File: config.mk
export PLATFORM = sky130hd
export DESIGN_NAME = glue_decoder
export DESIGN_NICKNAME = d
export VERILOG_FILES = /design/src/rtl/glue_pkg.sv /design/src/rtl/glue_addr_dec.sv /design/src/rtl/glue_strobe.sv /design/src/rtl/glue_phase_view.sv /design/src/rtl/glue_decoder.sv
export SDC_FILE = /design/constraint.sdc
export NUM_CORES = 1
export LEC_CHECK = 0
export CAP_MARGIN = 20
export CORE_AREA = 2 2 39 41
export CTS_BUF_LIST = sky130_fd_sc_hd__clkbuf_8
export DETAILED_ROUTE_END_ITERATION = 8
export DIE_AREA = 0 0 41 43
export HOLD_SLACK_MARGIN = 0.08
export PLACE_DENSITY = 0.59
export SYNTH_ARGS = -nofsm -noshare
export SYNTH_HDL_FRONTEND = slang
export SYNTH_HIERARCHICAL = 1
export SYNTH_SLANG_ARGS = --single-unit
File: constraint.sdc
create_clock -name clk -period 1.4 [get_ports clk]
set_input_delay 0.21 -clock clk [delete_from_list [all_inputs] [get_ports clk]]
set_output_delay 0.21 -clock clk [all_outputs]
set_load 0.01 [all_outputs]
File: src/rtl/glue_pkg.sv
package glue_pkg;

   // internal, active-high view of the top-level selects
   typedef struct packed {
      logic ram;
      logic rom;
      logic io;
      logic per;
   } sel_t;

endpackage

File: src/rtl/glue_addr_dec.sv
module glue_addr_dec
   import glue_pkg::*;
#(
   parameter int                ADDR_W    = 16,
   parameter int                PAGE_W    = 8,
   parameter logic [ADDR_W-1:0] RAM_LO    = 16'h0000,
   parameter logic [ADDR_W-1:0] RAM_HI    = 16'h7FFF,
   parameter logic [ADDR_W-1:0] ROM_LO    = 16'h8000,
   parameter logic [ADDR_W-1:0] ROM_HI    = 16'hFFFF,
   parameter int                IO_PAGE   = 'h7F,
   parameter int                PER_BITS  = 2,
   parameter int                PER_MATCH = 'b11
) (
   input  logic [ADDR_W-1:0] addr,
   output sel_t              sel
);

   localparam int                      PG_FIELD_W = ADDR_W - PAGE_W;
   localparam logic [ADDR_W-1:0]       RAM_SPAN   = RAM_HI - RAM_LO;
   localparam logic [ADDR_W-1:0]       ROM_SPAN   = ROM_HI - ROM_LO;
   localparam logic [PG_FIELD_W-1:0]   IO_KEY     = PG_FIELD_W'(IO_PAGE);
   localparam logic [PER_BITS-1:0]     PER_KEY    = PER_BITS'(PER_MATCH);

   initial begin : elab_chk
      assert (PAGE_W > 0 && PAGE_W < ADDR_W)
         else $error("glue_addr_dec: PAGE_W out of range");
      assert (PER_BITS > 0 && PER_BITS <= PAGE_W)
         else $error("glue_addr_dec: PER_BITS wider than a page");
      assert (RAM_HI >= RAM_LO && ROM_HI >= ROM_LO)
         else $error("glue_addr_dec: inverted region bounds");
   end

   logic [ADDR_W-1:0] ram_off, rom_off;
   logic              io_hit, ram_hit, rom_hit, per_hit;

   // offset-and-span compare: one subtract and one compare per region
   assign ram_off = addr - RAM_LO;
   assign rom_off = addr - ROM_LO;

   assign io_hit  = (addr[ADDR_W-1:PAGE_W] == IO_KEY);
   assign ram_hit = (ram_off <= RAM_SPAN) && !io_hit;   // page wins over RAM
   assign rom_hit = (rom_off <= ROM_SPAN) && !io_hit;
   assign per_hit = io_hit && (addr[PAGE_W-1 -: PER_BITS] == PER_KEY);

   always_comb begin
      sel.ram = ram_hit;
      sel.rom = rom_hit;
      sel.io  = io_hit;
      sel.per = per_hit;
   end

endmodule

File: src/rtl/glue_strobe.sv
module glue_strobe (
   input  logic phi2,
   input  logic rw,
   input  logic readable,
   output logic oe_n,
   output logic we_n
);

   logic rd_req, wr_req;

   // strobes open only in the high half of the bus cycle
   assign rd_req = phi2 &&  rw && readable;
   assign wr_req = phi2 && !rw;

   assign oe_n = !rd_req;
   assign we_n = !wr_req;

endmodule

File: src/rtl/glue_phase_view.sv
module glue_phase_view #(
   parameter bit REG_PHASE = 1'b1
) (
   input  logic clk,
   input  logic rst_n,
   input  logic phi2,
   output logic phase_q
);

   generate
      if (REG_PHASE) begin : g_reg
         logic q;
         always_ff @(posedge clk or negedge rst_n) begin
            if (!rst_n) q <= 1'b0;
            else        q <= phi2;
         end
         assign phase_q = q;
      end else begin : g_wire
         logic unused_ok;
         assign unused_ok = clk ^ rst_n;
         assign phase_q   = phi2 | (unused_ok & 1'b0);
      end
   endgenerate

endmodule

File: src/rtl/glue_decoder.sv
module glue_decoder
   import glue_pkg::*;
#(
   parameter int                ADDR_W        = 16,
   parameter int                PAGE_W        = 8,
   parameter logic [ADDR_W-1:0] RAM_LO        = 16'h0000,
   parameter logic [ADDR_W-1:0] RAM_HI        = 16'h7FFF,
   parameter logic [ADDR_W-1:0] ROM_LO        = 16'h8000,
   parameter logic [ADDR_W-1:0] ROM_HI        = 16'hFFFF,
   parameter int                IO_PAGE       = 'h7F,
   parameter int                PER_BITS      = 2,
   parameter int                PER_MATCH     = 'b11,
   parameter bit                PER_TIE_LEVEL = 1'b1,
   parameter bit                REG_PHASE     = 1'b1
) (
   input  logic              clk,
   input  logic              rst_n,
   input  logic [ADDR_W-1:0] addr,
   input  logic              rw,
   input  logic              phi2,
   output logic              ram_cs_n,
   output logic              rom_cs_n,
   output logic              io_cs_n,
   output logic              per_cs_n,
   output logic              per_tie,
   output logic              oe_n,
   output logic              we_n,
   output logic              phase_q
);

   sel_t sel;
   logic readable;

   glue_addr_dec #(
      .ADDR_W   (ADDR_W),
      .PAGE_W   (PAGE_W),
      .RAM_LO   (RAM_LO),
      .RAM_HI   (RAM_HI),
      .ROM_LO   (ROM_LO),
      .ROM_HI   (ROM_HI),
      .IO_PAGE  (IO_PAGE),
      .PER_BITS (PER_BITS),
      .PER_MATCH(PER_MATCH)
   ) u_dec (
      .addr(addr),
      .sel (sel)
   );

   // selects are never gated by phi2 so devices wake early
   assign ram_cs_n = !sel.ram;
   assign rom_cs_n = !sel.rom;
   assign io_cs_n  = !sel.io;
   assign per_cs_n = !sel.per;
   assign per_tie  = PER_TIE_LEVEL;

   assign readable = sel.ram || sel.rom || sel.io;

   glue_strobe u_stb (
      .phi2    (phi2),
      .rw      (rw),
      .readable(readable),
      .oe_n    (oe_n),
      .we_n    (we_n)
   );

   glue_phase_view #(
      .REG_PHASE(REG_PHASE)
   ) u_phv (
      .clk    (clk),
      .rst_n  (rst_n),
      .phi2   (phi2),
      .phase_q(phase_q)
   );

endmodule

Word-level counts from Yosys, hierarchy flattened --
Index checks and enable logic that the tools add are counted.
Operators by class: $add $sub $neg 1, order comparisons 2, equal/unequal tests 2, reductions and logical operators 15
Operator list (number):
- <= comparator 16 x 15 -> 1 bit (second input constant) | 2
- subtractor 16 bit (second input constant) | 1
- == test 8 x 7 -> 1 bit (second input constant) | 1
- logical NOT 1 bit | 7
- logical AND 1 bit | 6
- == test 2 bit (second input constant) | 1
- logical OR 1 bit | 2
Word-level totals: flip-flop bits (word level) 1, input port bits 20, output and inout bits 8, word-level logic and storage cells 21

Logic depth before layout (Yosys ltp) --
depth after elaboration 7, depth in mapped cells 5, mapped depth without buffers 4

Cells and area by module --
Netlist, hierarchy kept.
Modules (own cells, without submodules):
- glue_addr_dec | instances 1, cells an instance 11, area each 91.3 sq um, seq. area each 0.0 sq um
- glue_decoder | instances 1, cells an instance 7, area each 32.5 sq um, seq. area each 0.0 sq um
- glue_phase_view | instances 1, cells an instance 1, area each 25.0 sq um, seq. area each 25.0 sq um
- glue_strobe | instances 1, cells an instance 2, area each 11.3 sq um, seq. area each 0.0 sq um

Least setup slack after synthesis --
Ideal clock, no wire load.
path kind input -> output, start in addr[15], end out oe_n, arrival 1.153 ns, data required time 1.190 ns, setup slack 0.037 ns, stages on the path 5, cell sequence nand4b_4 > o21ba_1 > buf_4 > or3_1 > nand3_1
On the way: longest elaborated chain between the ends 7
RTL lines:
- from (decl) | RTL line glue_decoder.sv:18 | input logic [ADDR_W-1:0] addr,
- branches (longest 2 deep; another with <= comparator 16 x 15 -> 1 bit)
- logical AND 1 bit * | RTL line glue_addr_dec.sv:41 | assign ram_hit = (ram_off <= RAM_SPAN) && !io_hit;
- named net u_dec.ram_hit | RTL line glue_addr_dec.sv:34 | logic io_hit, ram_hit, rom_hit, per_hit;
- logical OR 1 bit * (2 in a row) | RTL line glue_decoder.sv:56 | assign readable = sel.ram || sel.rom || sel.io;
- named net readable | RTL line glue_decoder.sv:32 | logic readable;
- logical AND 1 bit * | RTL line glue_strobe.sv:12 | assign rd_req = phi2 && rw && readable;
- logical NOT 1 bit * | RTL line glue_strobe.sv:15 | assign oe_n = !rd_req;
- to (decl) | RTL line glue_decoder.sv:26 | output logic oe_n,
Mark *: on every way through the listed nets, which the timed path passes.

==> results.md <==
- Nets: 65
- Crit path required time: 1190 ps
- ANT nets after route: 0
- CP peak stage delay: 350 ps
- WS Path Type: input pin to primary output
- GR Overflow Total: 0
- Inst Count DP: 55
- Unrepaired setup endpoints after global routing: yes
- First-pass GRT wire length: 676 um
- Via-per-instance ratio: 3.51
- Power per cell area: 284 nW/um^2
- Initial DRC count: 0
- Post-DP Area: 369 sq um
- Design area: 363 sq um
- Crit-path cells: buf_6, nand4b_4, o21ba_4, or3_1, nand3_1, buf_2
- Fin crit share: 1.03
- Share of cells above drive strength 1: 0.535
- CP startpoint: addr[15]
- I/O pins: 28
- Site row count: 14
- Final hold slack: 362 ps
- Initial antenna violation count: 0
- Crit-path slowest cell: or3_1
- Port buffer count: 20
- Leak pwr: 0.174 nW
- Maximum vdd ir drop: 65.9 uV
- Max reg flops: 1
- P&R area growth vs syn: 127%
- Crit path max-delay family: simple AND/OR/NAND/NOR gates
- Die height: 43 um
- Vias in the first global route: 200
- Post-Syn Instances: 21
- Die area: 1760 sq um
- Status: finished with violations
- Sequential cell area fraction in the yosys report: 0.156
- Layout Cells excl Fill: 59
- Fill cells: 159
- Syn nets: 41
- Routability Congestion: 0.500
- Via count: 207
- Post-Syn Area: 160 sq um
- Drt first pass iters: 1
- Syn. warnings: 6
- Final core occ: 0.262
- Total Routing Usage GR: 0.0509
- Place WS: -828 ps
- DRC violations left: 0
- Die width: 41 um
- Clock transition at the registers of the reported paths: 0 ps
- Wire per inst: 7.73 um
- CP Max Fanout: 3
- Syn_area_per_cell: 7.63 sq um
- Post-DP HPWL: 390 um
- Slew Limit Fails: 0
- Fin. Hold Viols: 0
- Setup violators final: 1
- CP Launch Type: input pin
- Diode count: 0
- Endpoint class of the critical path: primary output
- CTS Hold Bufs: 0
- Core region area: 1380 sq um
- Post-layout min period: 1440 ps
- CP Data Arrival Time: 1230 ps
- Worst hold path type: input pin to asynchronous set/reset pin
- Synth cell types: 14
- Failing checks: negative setup slack
- Initial Util: 0.116
- Routed WL: 456 um
- Largest net degree at the start of global routing: 4
- Maxcap violations: 0
- FMAX: 693 MHz
- Buf/Inv on CP: 2
- Yosys reg bits: 1
- Setup ws final: -42.9 ps
## placed cells by master (no fill, tap or decap), types with 2 or more instances in the layout
cell type and count:
buf_2 2, clkdlybuf4s50_1 7, buf_4 8, inv_1 4, clkbuf_2 8
## worst paths after layout
kind / endpoint / slack [ps] / cells after the start
worst max-delay path: oe_n / -40 / 6
worst min-delay path: u_phv/phase_q$_DFF_PN0_ / 360 / 1
max in group asynchronous: u_phv/phase_q$_DFF_PN0_ / 940 / 1
min in group clk: u_phv/phase_q$_DFF_PN0_ / 730 / 1
## area by class of cell
class,count,area [sq um],share of cell area
sequential,1,25.0,0.0690
tap,16,20.0,0.0552
multi-input combinational,10,92.6,0.255
inverter,4,15.0,0.0414
timing repair buffer,28,210,0.579
## Yosys cell counts
| master | number | area share |
|---|---|---|
| buf_4 | 5 | 0.23 |
| clkbuf_1 | 1 | 0.023 |
| conb_1 | 1 | 0.023 |
| dfrtp_1 | 1 | 0.16 |
| inv_1 | 4 | 0.094 |
| nand2_1 | 1 | 0.023 |
| nand2b_1 | 1 | 0.039 |
| nand3_1 | 1 | 0.031 |
| nand4_1 | 1 | 0.039 |
| nand4b_4 | 1 | 0.15 |
| nor2_1 | 1 | 0.023 |
| nor3_2 | 1 | 0.063 |
| o21ba_1 | 1 | 0.063 |
| or3_1 | 1 | 0.039 |
## report_power, final
group | switching [mW] | internal (mW) | total [mW] | leakage [nW]
sequential | 0.000311 | 0.0309 | 0.0312 | 0.0117
combinational | 0.0244 | 0.0474 | 0.0719 | 0.162
clock | 0 | 0 | 0 | 0
## routing by layer
| layer | up-vias | global-route usage | part of all wire | wire (um) |
|---|---|---|---|---|
| met5 | - | 0 | 0 | 0 |
| li1 | 103 | - | - | - |
| met1 | 90 | 0.0411 | 0.29 | 133 |
| met2 | 14 | 0.116 | 0.52 | 236 |
| met3 | 0 | 0.00524 | 0.19 | 87 |
| met4 | 0 | 0 | 0 | 0 |
## cell families (layout without fill, tap and decap cells)
| logic type | after synthesis | count (layout) | share of synthesized area |
|---|---|---|---|
| AO/OA/AOI/OAI | 1 | 1 | 0.0625 |
| buffers and inverters | 10 | 32 | 0.352 |
| flip-flops | 1 | 1 | 0.156 |
| other | 1 | 1 | 0.0234 |
| AND/OR/NAND/NOR | 8 | 8 | 0.406 |
## metrics by stage
step                      TNS [ps]  total power, mW
after floorplan                  0           0.0547
after global placement       -2580            0.109
after detailed placement     -2580            0.109
after CTS                    -97.2            0.104
after global routing         -76.8            0.110
final                        -42.9            0.103
## what timing repair did
item | CTS | global route
pin swaps | 4 | 3
buffers inserted | 2 | 2
endpoints found under the setup margin | 6 | 4
gates resized for setup | 25 | 17
Note: power is estimated with default switching activity, not from simulation.
